`src/rtl/clkdiv_pkg.sv`:
```
package clkdiv_pkg;
    localparam int unsigned DIV_W_DEF = 5;

    typedef enum logic [1:0] {
        GS_OFF   = 2'd0,
        GS_GATED = 2'd1,
        GS_RUN   = 2'd2
    } gate_state_e;
endpackage

```
`src/rtl/clkdiv_gate_fsm.sv`:
```
module clkdiv_gate_fsm
    import clkdiv_pkg::*;
(
    input  logic clk,
    input  logic rst_n,
    input  logic want_i,
    input  logic pwdn_i,
    output logic running_o,
    output logic off_o
);
    gate_state_e state_q, state_d;

    // next-state selection
    always_comb begin
        state_d = state_q;
        unique case (state_q)
            GS_OFF:   if (!pwdn_i) state_d = GS_GATED;
            GS_GATED: begin
                if (pwdn_i)      state_d = GS_OFF;
                else if (want_i) state_d = GS_RUN;
            end
            GS_RUN:   if (!want_i) state_d = GS_GATED;
            default:  state_d = GS_GATED;
        endcase
    end

    // state register
    always_ff @(posedge clk or negedge rst_n) begin
        if (!rst_n) state_q <= GS_GATED;
        else        state_q <= state_d;
    end

    // outputs
    always_comb begin
        running_o = 1'b0;
        off_o     = 1'b0;
        unique case (state_q)
            GS_RUN:  running_o = 1'b1;
            GS_OFF:  off_o     = 1'b1;
            default: ;
        endcase
    end

    // power-down never cuts a running output directly
    a_r9_no_off_from_run: assert property (@(posedge clk) disable iff (!rst_n)
        (state_q == GS_RUN) |=> (state_q != GS_OFF));

    // without demand the running state is left at the next edge
    a_r6_leave_run_without_demand: assert property (@(posedge clk) disable iff (!rst_n)
        (state_q == GS_RUN && !want_i) |=> (state_q == GS_GATED));
endmodule

```
`src/rtl/clkdiv_count.sv`:
```
module clkdiv_count #(
    parameter int unsigned DIV_W = 5
) (
    input  logic             clk,
    input  logic             rst_n,
    input  logic             run_i,
    input  logic [DIV_W-1:0] ratio_i,
    output logic             at_end_o
);
    logic [DIV_W-1:0] cnt_q;

    assign at_end_o = run_i && (cnt_q == ratio_i - DIV_W'(1));

    always_ff @(posedge clk or negedge rst_n) begin
        if (!rst_n)        cnt_q <= '0;
        else if (!run_i)   cnt_q <= '0;
        else if (at_end_o) cnt_q <= '0;
        else               cnt_q <= cnt_q + DIV_W'(1);
    end

    // while running the phase never reaches the ratio
    a_r2_phase_in_range: assert property (@(posedge clk) disable iff (!rst_n)
        run_i |-> (cnt_q < ratio_i));

    // after any idle cycle counting starts from zero
    a_r10_restart_from_zero: assert property (@(posedge clk) disable iff (!rst_n)
        $past(!run_i) |-> (cnt_q == '0));
endmodule

```
`src/rtl/clkdiv_ratio_ctl.sv`:
```
module clkdiv_ratio_ctl #(
    parameter int unsigned DIV_W = 5
) (
    input  logic             clk,
    input  logic             rst_n,
    input  logic             wr_i,
    input  logic [DIV_W-1:0] div_i,
    input  logic             running_i,
    input  logic             at_end_i,
    output logic [DIV_W-1:0] ratio_o,
    output logic             ack_o
);
    logic [DIV_W-1:0] pend_q, cur_q;
    logic             pend_vld_q, ack_q;
    logic             wr_ok, apply;

    assign wr_ok   = wr_i && (div_i != '0);
    assign apply   = pend_vld_q && (!running_i || at_end_i);
    assign ratio_o = cur_q;
    assign ack_o   = ack_q;

    always_ff @(posedge clk or negedge rst_n) begin
        if (!rst_n) begin
            cur_q      <= DIV_W'(1);
            pend_q     <= DIV_W'(1);
            pend_vld_q <= 1'b0;
            ack_q      <= 1'b0;
        end else begin
            if (apply) begin
                cur_q <= pend_q;
                ack_q <= ~ack_q;
            end
            if (wr_ok) begin
                pend_q     <= div_i;
                pend_vld_q <= 1'b1;
            end else if (apply) begin
                pend_vld_q <= 1'b0;
            end
        end
    end

    // the ratio in use is never the reserved value
    a_r3_ratio_legal: assert property (@(posedge clk) disable iff (!rst_n)
        cur_q != '0);

    // a running ratio only changes on a period end
    a_r4_change_at_boundary: assert property (@(posedge clk) disable iff (!rst_n)
        (cur_q != $past(cur_q)) |-> $past(!running_i || at_end_i));

    // the acknowledge only moves when a pending ratio existed
    a_r5_ack_needs_pending: assert property (@(posedge clk) disable iff (!rst_n)
        (ack_q != $past(ack_q)) |-> $past(pend_vld_q));
endmodule

```
`src/rtl/clkdiv_post.sv`:
```
module clkdiv_post #(
    parameter int unsigned DIV_W = clkdiv_pkg::DIV_W_DEF
) (
    input  logic             clk_src,
    input  logic             rst_n,
    input  logic             cfg_wr,
    input  logic [DIV_W-1:0] cfg_div,
    input  logic             cfg_gate_force,
    input  logic             cfg_pwdn,
    input  logic             clk_req,
    output logic             clk_en_o,
    output logic             st_running_o,
    output logic             div_ack_o
);
    logic             want, running, off, at_end;
    logic [DIV_W-1:0] ratio;

    assign want = cfg_gate_force | clk_req;

    clkdiv_gate_fsm u_fsm (
        .clk       (clk_src),
        .rst_n     (rst_n),
        .want_i    (want),
        .pwdn_i    (cfg_pwdn),
        .running_o (running),
        .off_o     (off)
    );

    clkdiv_count #(.DIV_W(DIV_W)) u_cnt (
        .clk      (clk_src),
        .rst_n    (rst_n),
        .run_i    (running),
        .ratio_i  (ratio),
        .at_end_o (at_end)
    );

    clkdiv_ratio_ctl #(.DIV_W(DIV_W)) u_ratio (
        .clk       (clk_src),
        .rst_n     (rst_n),
        .wr_i      (cfg_wr),
        .div_i     (cfg_div),
        .running_i (running),
        .at_end_i  (at_end),
        .ratio_o   (ratio),
        .ack_o     (div_ack_o)
    );

    assign clk_en_o     = at_end;
    assign st_running_o = running;

    // a powered-down divider is silent
    a_r10_off_silent: assert property (@(posedge clk_src) disable iff (!rst_n)
        off |-> !clk_en_o);

    // pulses only while the status reports running
    a_r8_pulse_needs_running: assert property (@(posedge clk_src) disable iff (!rst_n)
        clk_en_o |-> st_running_o);
endmodule

```
`config.mk`:
```
export PLATFORM = sky130hd
export DESIGN_NAME = clkdiv_post
export DESIGN_NICKNAME = d
export VERILOG_FILES = /design/src/rtl/clkdiv_pkg.sv /design/src/rtl/clkdiv_gate_fsm.sv /design/src/rtl/clkdiv_count.sv /design/src/rtl/clkdiv_ratio_ctl.sv /design/src/rtl/clkdiv_post.sv
export SDC_FILE = /design/constraint.sdc
export NUM_CORES = 1
export LEC_CHECK = 0
export BUFFER_PORTS_ARGS = -buffer_cell sky130_fd_sc_hd__buf_4
export CAP_MARGIN = 20
export CORE_UTILIZATION = 58
export CTS_BUF_LIST = sky130_fd_sc_hd__clkbuf_16
export CTS_CLUSTER_DIAMETER = 100
export DETAILED_ROUTE_END_ITERATION = 8
export PLACE_DENSITY = 0.81
export REMOVE_ABC_BUFFERS = 1
export SETUP_SLACK_MARGIN = 0.02
export SLEW_MARGIN = 30
export SYNTH_ARGS = -nofsm -noshare
export SYNTH_HDL_FRONTEND = slang
export SYNTH_HIERARCHICAL = 1
export SYNTH_SLANG_ARGS = --single-unit
```
`constraint.sdc`:
```
create_clock -name clk_src -period 3.2 [get_ports clk_src]
set_input_delay 0.16 -clock clk_src [delete_from_list [all_inputs] [get_ports clk_src]]
set_output_delay 0.16 -clock clk_src [all_outputs]
set_load 0.02 [all_outputs]
```
; After elaboration in Yosys (flattened, before gate mapping)
; Cells that the tools add are included.
[classes]
add_sub_neg = 2
eq_ne = 6
mux = 10
bitwise = 2
n_reduce_logical = 9
[op_table]
columns = operator, n
row1 = two-way mux 5 bit, 2
row2 = two-way mux 2 bit, 4
row3 = case mux 2 bit (3 select lines), 1
row4 = "adder 5 x 1 -> 5 bit, second input constant", 1
row5 = == test 5 bit, 1
row6 = nonzero test 5 bit, 1
row7 = "subtractor 5 x 1 -> 5 bit, second input constant", 1
row8 = "inequality test 2 bit, second input constant", 2
row9 = logical AND 1 bit, 3
row10 = two-way mux 1 bit, 3
row11 = "inequality test 3 x 2 -> 1 bit, second input constant", 1
row12 = AND reduction 3 bit, 1
row13 = "== test 2 x 1 -> 1 bit, second input constant", 1
row14 = "== test 2 bit, second input constant", 1
row15 = zero test 2 bit, 1
row16 = nonzero test 2 bit, 1
row17 = zero test 1 bit, 1
row18 = logical OR 1 bit, 1
row19 = inverter 1 bit, 1
row20 = bitwise OR 1 bit, 1
[word_totals]
register_bits = 19
inputBits = 11
output_inout_bits = 3
word_cells = 35

; Longest topological paths before layout
; Gate-level depths: netlist of run 1.
[logic_depth]
ltp_word = 7
mapped_depth = 7
mapped_depth_nobuf = 7

; Hierarchy
; Netlist of run 1, hierarchy kept.
[modules_own_cells]
columns = module, instances, cells_each, area_per_inst_um2, seq_area_each_um2
row1 = clkdiv_ratio_ctl, 1, 32, 479.2, 302.8
row2 = clkdiv_count, 1, 35, 345.3, 125.1
row3 = clkdiv_gate_fsm, 1, 8, 102.6, 51.3
row4 = clkdiv_post, 1, 1, 6.3, 0.0

; Worst setup path before layout of run 1
; OpenSTA, ideal clock, no wires.
[synth_timing]
path_type = flip-flop to flip-flop
startpoint = reg u_ratio.cur_q[0], in the netlist u_ratio/ratio_o[0]
endpoint = reg u_ratio.cur_q[1], in the netlist u_ratio/ratio_o[1]
setup_time_ns = 0.128
t_arrival_ns = 2.220
required_time_ns = 3.072
slack_ns = 0.852
path_stages_with_launch = 8
path_buffers = 0
synth_period_minus_slack_ns = 2.348
cell_sequence = dfstp_2 > inv_1 > ha_1 > xor2_1 > nand3_1 > nor4_4 > o21ai_2 > mux2_1
[synth_via]
elab_chain_len = 5
[synth_rtl]
columns = element, line_no
row1 = "start, declared", clkdiv_ratio_ctl.sv:13  ; logic [DIV_W-1:0] pend_q, cur_q;
row2 = "start signal, assigned", clkdiv_ratio_ctl.sv:30  ; cur_q <= pend_q;
row3 = subtractor 5 x 1 -> 5 bit, clkdiv_count.sv:12  ; assign at_end_o = run_i && (cnt_q == ratio_i - DIV_W'(1));
row4 = == test 5 bit, clkdiv_count.sv:12
row5 = logical AND 1 bit, clkdiv_count.sv:12
row6 = named net clk_en_o, clkdiv_post.sv:11  ; output logic clk_en_o,
row7 = logical OR 1 bit, clkdiv_ratio_ctl.sv:18  ; assign apply = pend_vld_q && (!running_i || at_end_i);
row8 = logical AND 1 bit, clkdiv_ratio_ctl.sv:18
; The timed path passes the listed nets, and every way through them passes these cells.
; A chain may end at the register's enable or synchronous reset.

; Worst setup path in the final report of run 1
[layout_timing]
startpoint = reg u_ratio.cur_q[0], in the netlist u_ratio/ratio_o[0]
endpoint = reg u_ratio.cur_q[3], in the netlist u_ratio/ratio_o[3]
[layout_via]
elab_chain_len = 5
[layout_rtl]
columns = element, line_no
row1 = subtractor 5 x 1 -> 5 bit, clkdiv_count.sv:12
row2 = == test 5 bit, clkdiv_count.sv:12
row3 = logical AND 1 bit, clkdiv_count.sv:12
row4 = logical OR 1 bit, clkdiv_ratio_ctl.sv:18
row5 = logical AND 1 bit, clkdiv_ratio_ctl.sv:18
; No other way between the ends.

==> metrics.txt, run 1 <==
result of the run completed; detailed-routing iteration count for the pre-antenna-repair pass 4; number of placement rows 14; antenna violations before repair 0; vias in the first global route 668; clock latency on the worst-skew pair 0.25 ns; first-pass GRT wire length 2.90 mm; sort of element at the end of the critical path flip-flop; area growth from synthesis to layout 21.8%; Core Footprint 1510 um^2; count of max-cap constraint violations 0; number of buffers added by the clock tree synthesis step 3; Fin Setup TNS 0 ns; die width 42.0 um; gate count of the mapped netlist 75; clock sink count 19; r2r setup slk 0.84 ns; total setup violations reported at the end of the flow 0; Final Net Count 106; fillers 94; library cell used as clock root buffer clkbuf_16; required time at the endpoint of the critical path 3.32 ns; sequential standard cell area 479 um^2; area used by multi-input combinational logic 435 um^2; cell area power density 792 nW/um^2; Slew Limit Fails 0; kind of path behind the tightest hold check in -> reg; HPWL after DPL 1.19 mm; final standard cell utilization of the core 0.752; Fmax 423 MHz; fraction of layout cells with a size suffix above 1 0.293; clock tree from TritonCTS yes; peak supply drop 0.527 mV; Top-Level Pins 14; port bufs 13; All-Layer GR Usage 0.225; number of antenna repair diodes 0; Period Utilization, post-route 0.739; initial drt markers 10; Overflow after GRT 0; count of warnings emitted by yosys 6; pin count of the biggest net entering global routing 20; synthesized area per cell 12.4 um^2; maximum clock path buffer count 2; Slew Limit Headroom 0.687; total routed wirelength 1.58 mm; P_leak 0.516 nW; routability-driven placement congestion ratio 0.690; Die Height 42.0 um; Worst Path Arrival 2.49 ns; transition time at the pin with the least slew margin 0.466 ns; initial cell density of the core 0.617; element type at the critical path start flip-flop; Clk pin slew, worst setup/hold paths 0.05 ns; setup repair after global routing missed its margin false; Worst Clk Skew 0.000800 ns; post-detailed-route via-to-cell ratio 5.71; number of vias in the routed layout 617; hold slack final 0.158 ns; CTS H-tree depth 1; Setup Fix Bufs, Post-CTS 0; maximum fanout along the worst path 8; Hold Violations, Final 0; residual antenna-violating net count after detailed routing 0; Period minus WS final 2.36 ns; full die area 1770 um^2; drt wl/cell 14.6 um; post-synthesis instance area 930 um^2; classification of the worst setup path reg -> reg; # DRC 0; # resized after CTS 0
-- cells in the final DEF, fill, tap and decap left out --
| master | n |
|---|---|
| a21oi_1 | 1 |
| a22o_1 | 5 |
| a2bb2oi_1 | 1 |
| buf_4 | 13 |
| clkbuf_16 | 3 |
| dfrtp_1 | 16 |
| dfstp_2 | 3 |
| dlygate4sd3_1 | 1 |
| ha_1 | 2 |
| inv_1 | 3 |
| inv_2 | 1 |
| mux2_1 | 5 |
| nand2_1 | 6 |
| nand3_1 | 3 |
| nand3b_1 | 1 |
| nor2_1 | 4 |
| nor2b_4 | 1 |
| nor3_2 | 1 |
| nor3b_1 | 2 |
| nor3b_2 | 1 |
| nor4_4 | 1 |
| o21a_1 | 1 |
| o21ai_2 | 1 |
| o21ai_4 | 1 |
| o41ai_1 | 1 |
| or2_1 | 1 |
| or4_4 | 1 |
| xnor2_1 | 9 |
| xor2_1 | 3 |
-- worst max-delay path, stage by stage (launching register included) --
cell and delay (ns):
dfstp_2 0.56, inv_1 0.05, ha_1 0.29, xor2_1 0.14, nand3_1 0.14, nor4_4 0.49
o21ai_2 0.20, mux2_1 0.36
-- state kept, by name, summed over array words and instances (netlist names) --
| name | cells |
|---|---|
| u_ratio/ratio_o | 5 |
| u_ratio/ack_o | 1 |
| u_fsm/state_q | 2 |
| u_cnt/cnt_q | 5 |
| u_ratio/pend_vld_q | 1 |
| u_ratio/pend_q | 5 |
-- final timing paths --
path	from	end	depth (start not counted)
setup reg to reg	u_ratio/ratio_o[0]	u_ratio/ratio_o[3]	7
max in group asynchronous	rst_n	u_fsm/state_q[0]	2
hold / removal	cfg_div[0]	u_ratio/pend_q[0]	2
hold reg to reg	u_ratio/ack_o	u_ratio/ack_o	1
min in group asynchronous	rst_n	u_ratio/ratio_o[2]	2
setup / recovery	u_ratio/ratio_o[0]	u_ratio/ratio_o[3]	7
-- area by class of cell --
cell class              instances  area share
multi-input cells              52       0.385
clock inverters                 1     0.00331
well taps                      16      0.0177
clock buffers                   3      0.0663
flip-flops and latches         19       0.423
repair buffers                 14      0.0950
inverters                       3     0.00994
-- layer usage --
metal | up-vias | routed length (um) | part of all wire | GRT usage
met1 | 305 | 696 | 0.44 | 0.277
met3 | 2 | 41 | 0.026 | 0.0388
met5 | - | 0 | 0 | 0
li1 | 295 | - | - | -
met2 | 15 | 825 | 0.52 | 0.391
met4 | 0 | 17 | 0.011 | 0.0938
-- through the flow --
step	setup slack, ns	total power, mW	cells	instance area [um^2]
finish	0.835	0.897	108	1130
floorplan	0.852	0.578	74	926
CTS	0.816	0.907	108	1130
global route	0.681	0.950	108	1130
detailed placement	0.843	0.654	103	1040
global placement	0.930	0.642	103	1040
-- power by group --
part | internal (mW) | leakage, nW | switching [mW]
combinational | 0.143 | 0.240 | 0.139
sequential | 0.310 | 0.234 | 0.0592
clock | 0.166 | 0.0423 | 0.0800
-- repair_timing --
action                                  CTS  global route
hold buffers                              1             0
endpoints found under the setup margin    0             0
hold endpoints to repair                 16             0
(Power assumes the default switching activity.)
==> run 2: changes to the inputs <==
Settings changed: CORE_ASPECT_RATIO set to 1.4, CORE_UTILIZATION 58 to 49, PLACE_DENSITY 0.81 to 0.73.
Clock period 3.2 ns to 2 ns, I/O delays scaled along.
==> run 2 against run 1 <==
Net effect:
- count of clock-buffer cells in the layout unchanged
- wire length up 16%
- core utilization fell by 2.4 points
- worst hold slack worse by 0.077 ns
- non-clock buffer count is 7 higher
- first-iteration DRC count down 80%
- the flow now finishes with violations (setup timing)
- sequential power rose by 65%
- maximum frequency rose by 16%
- design area increased by 14%
- register-to-register slack got worse by 0.88 ns
- flip-flop and latch count unchanged
==> metrics.txt, run 2 (synthesized netlist as in run 1, its figures left out) <==
result of the run finished, violations left; failing checks setup timing; required time at the endpoint of the critical path 2.14 ns; number of placement rows 18; P_leak 0.603 nW; number of vias in the routed layout 639; initial drt markers 2; total placed instance area 1070 um^2; count of max-cap constraint violations 0; routability-driven placement congestion ratio 0.669; post-detailed-route via-to-cell ratio 5.37; total routed wirelength 1.84 mm; library cell used as clock root buffer clkbuf_16; Overflow after GRT 0; total setup violations reported at the end of the flow 5; Fin Setup TNS -0.147 ns; area of all placed cells without fillers 1290 um^2; vias in the first global route 623; classification of the worst setup path reg -> reg; hold slack final 0.0810 ns; Setup Slack @ Placement -0.0877 ns; first-pass GRT wire length 2.88 mm; # DRC 0; clock tree from TritonCTS yes; Final Net Count 113; antenna violations before repair 0; fin worst setup slack -0.0401 ns; Worst Path Arrival 2.18 ns; clock sink count 19; clock latency on the worst-skew pair 0.25 ns; number of antenna repair diodes 0; fraction of layout cells with a size suffix above 1 0.475; pin count of the biggest net entering global routing 20; All-Layer GR Usage 0.216; cell area power density 1300 nW/um^2; element type at the critical path start flip-flop; drt wl/cell 15.4 um; die width 38.8 um; fillers 123; most frequent cells in the layout buf_4, dfrtp_1, nand2_1; Period Utilization, post-route 1.02; residual antenna-violating net count after detailed routing 0; cell total after placement 110; detailed-routing iteration count for the pre-antenna-repair pass 4; area growth from synthesis to layout 39.3%; kind of path behind the tightest hold check in -> reg; Slew Limit Fails 0; Clk pin slew, worst setup/hold paths 0.05 ns; Core Footprint 1780 um^2; full die area 2080 um^2; port bufs 13; maximum clock path buffer count 2; transition time at the pin with the least slew margin 0.295 ns; Finished Layout Cells 119; maximum fanout along the worst path 6; setup repair after global routing missed its margin true; peak supply drop 0.819 mV; sort of element at the end of the critical path flip-flop; Die Height 53.5 um; Period minus WS final 2.04 ns; number of buffers added by the clock tree synthesis step 3; Worst Clk Skew 0.00507 ns; initial cell density of the core 0.523; Fmax 490 MHz; Top-Level Pins 14; CTS H-tree depth 1; Slew Limit Headroom 0.802; Hold Violations, Final 0; HPWL after DPL 1.18 mm
==> run 2: changes by cell type in the layout (fill, tap and decap cells not counted), moves of 2 or more <==
cell	before	now
xnor2_1	9	5
buf_6	0	3
mux2_4	0	5
mux2_1	5	0
inv_1	3	1
xnor2_2	0	4
buf_4	13	16
==> run 2: power by group <==
group,total (mW),internal (mW),switching (mW)
sequential,0.608,0.495,0.112
clock,0.409,0.268,0.141
combinational,0.662,0.375,0.288
==> run 2: worst paths after layout <==
kind	slack, ns	endpoint	from	cells past startpoint
max in group asynchronous	1.49	u_fsm/state_q[0]	rst_n	2
min in group asynchronous	0.25	u_ratio/ratio_o[3]	rst_n	2
max	-0.04	u_ratio/ratio_o[1]	u_ratio/ratio_o[0]	8
max reg2reg	-0.04	u_ratio/ratio_o[1]	u_ratio/ratio_o[0]	8
min	0.08	u_ratio/pend_q[2]	cfg_div[2]	2
min reg2reg	0.50	u_ratio/pend_q[3]	u_ratio/pend_q[3]	1
==> run 2: critical path: stages, from the launching register on <==
cell and delay [ns]:
dfstp_2 0.54, inv_2 0.05, ha_4 0.16, nor3b_4 0.15
xnor2_2 0.16, nor4_4 0.29, buf_4 0.17, o21ai_4 0.09
mux2_4 0.31
==> run 2: stage by stage <==
| stage | total power [mW] | util |
|---|---|---|
| 2_1_floorplan | 0.925 | - |
| 3_3_place_gp | 1.05 | 0.602 |
| 3_5_place_dp | 1.08 | 0.602 |
| 4_1_cts | 1.68 | 0.719 |
| 5_1_grt | 1.76 | 0.728 |
| 6_report | 1.68 | 0.728 |
==> run 2: what timing repair did <==
action | in CTS | in global routing
resized for setup | 19 | 0
pin swaps | 7 | 4
endpoints found under the hold margin | 19 | 0
hold buffers | 1 | 0
buffers inserted | 4 | 2
cloned | 0 | 0
setup endpoints to repair | 8 | 8
==> run 2: routing by layer <==
layer,part of all wire,wire [um],global-route usage,vias up
li1,-,-,-,311
met1,0.42,777,0.257,312
met5,0,0,0,-
met3,0.022,40,0.0496,5
met2,0.53,972,0.344,11
met4,0.024,44,0.138,0
==> run 2: final cells by class <==
type | instances | area [um^2] | share of cell area
inverter | 3 | 11.3 | 0.00870
timing repair buffer | 21 | 184 | 0.142
clock inverter | 1 | 5.00 | 0.00386
clock buffer | 3 | 75.1 | 0.0580
multi-input combinational | 52 | 515 | 0.398
sequential | 19 | 479 | 0.370
tap | 20 | 25.0 | 0.0193
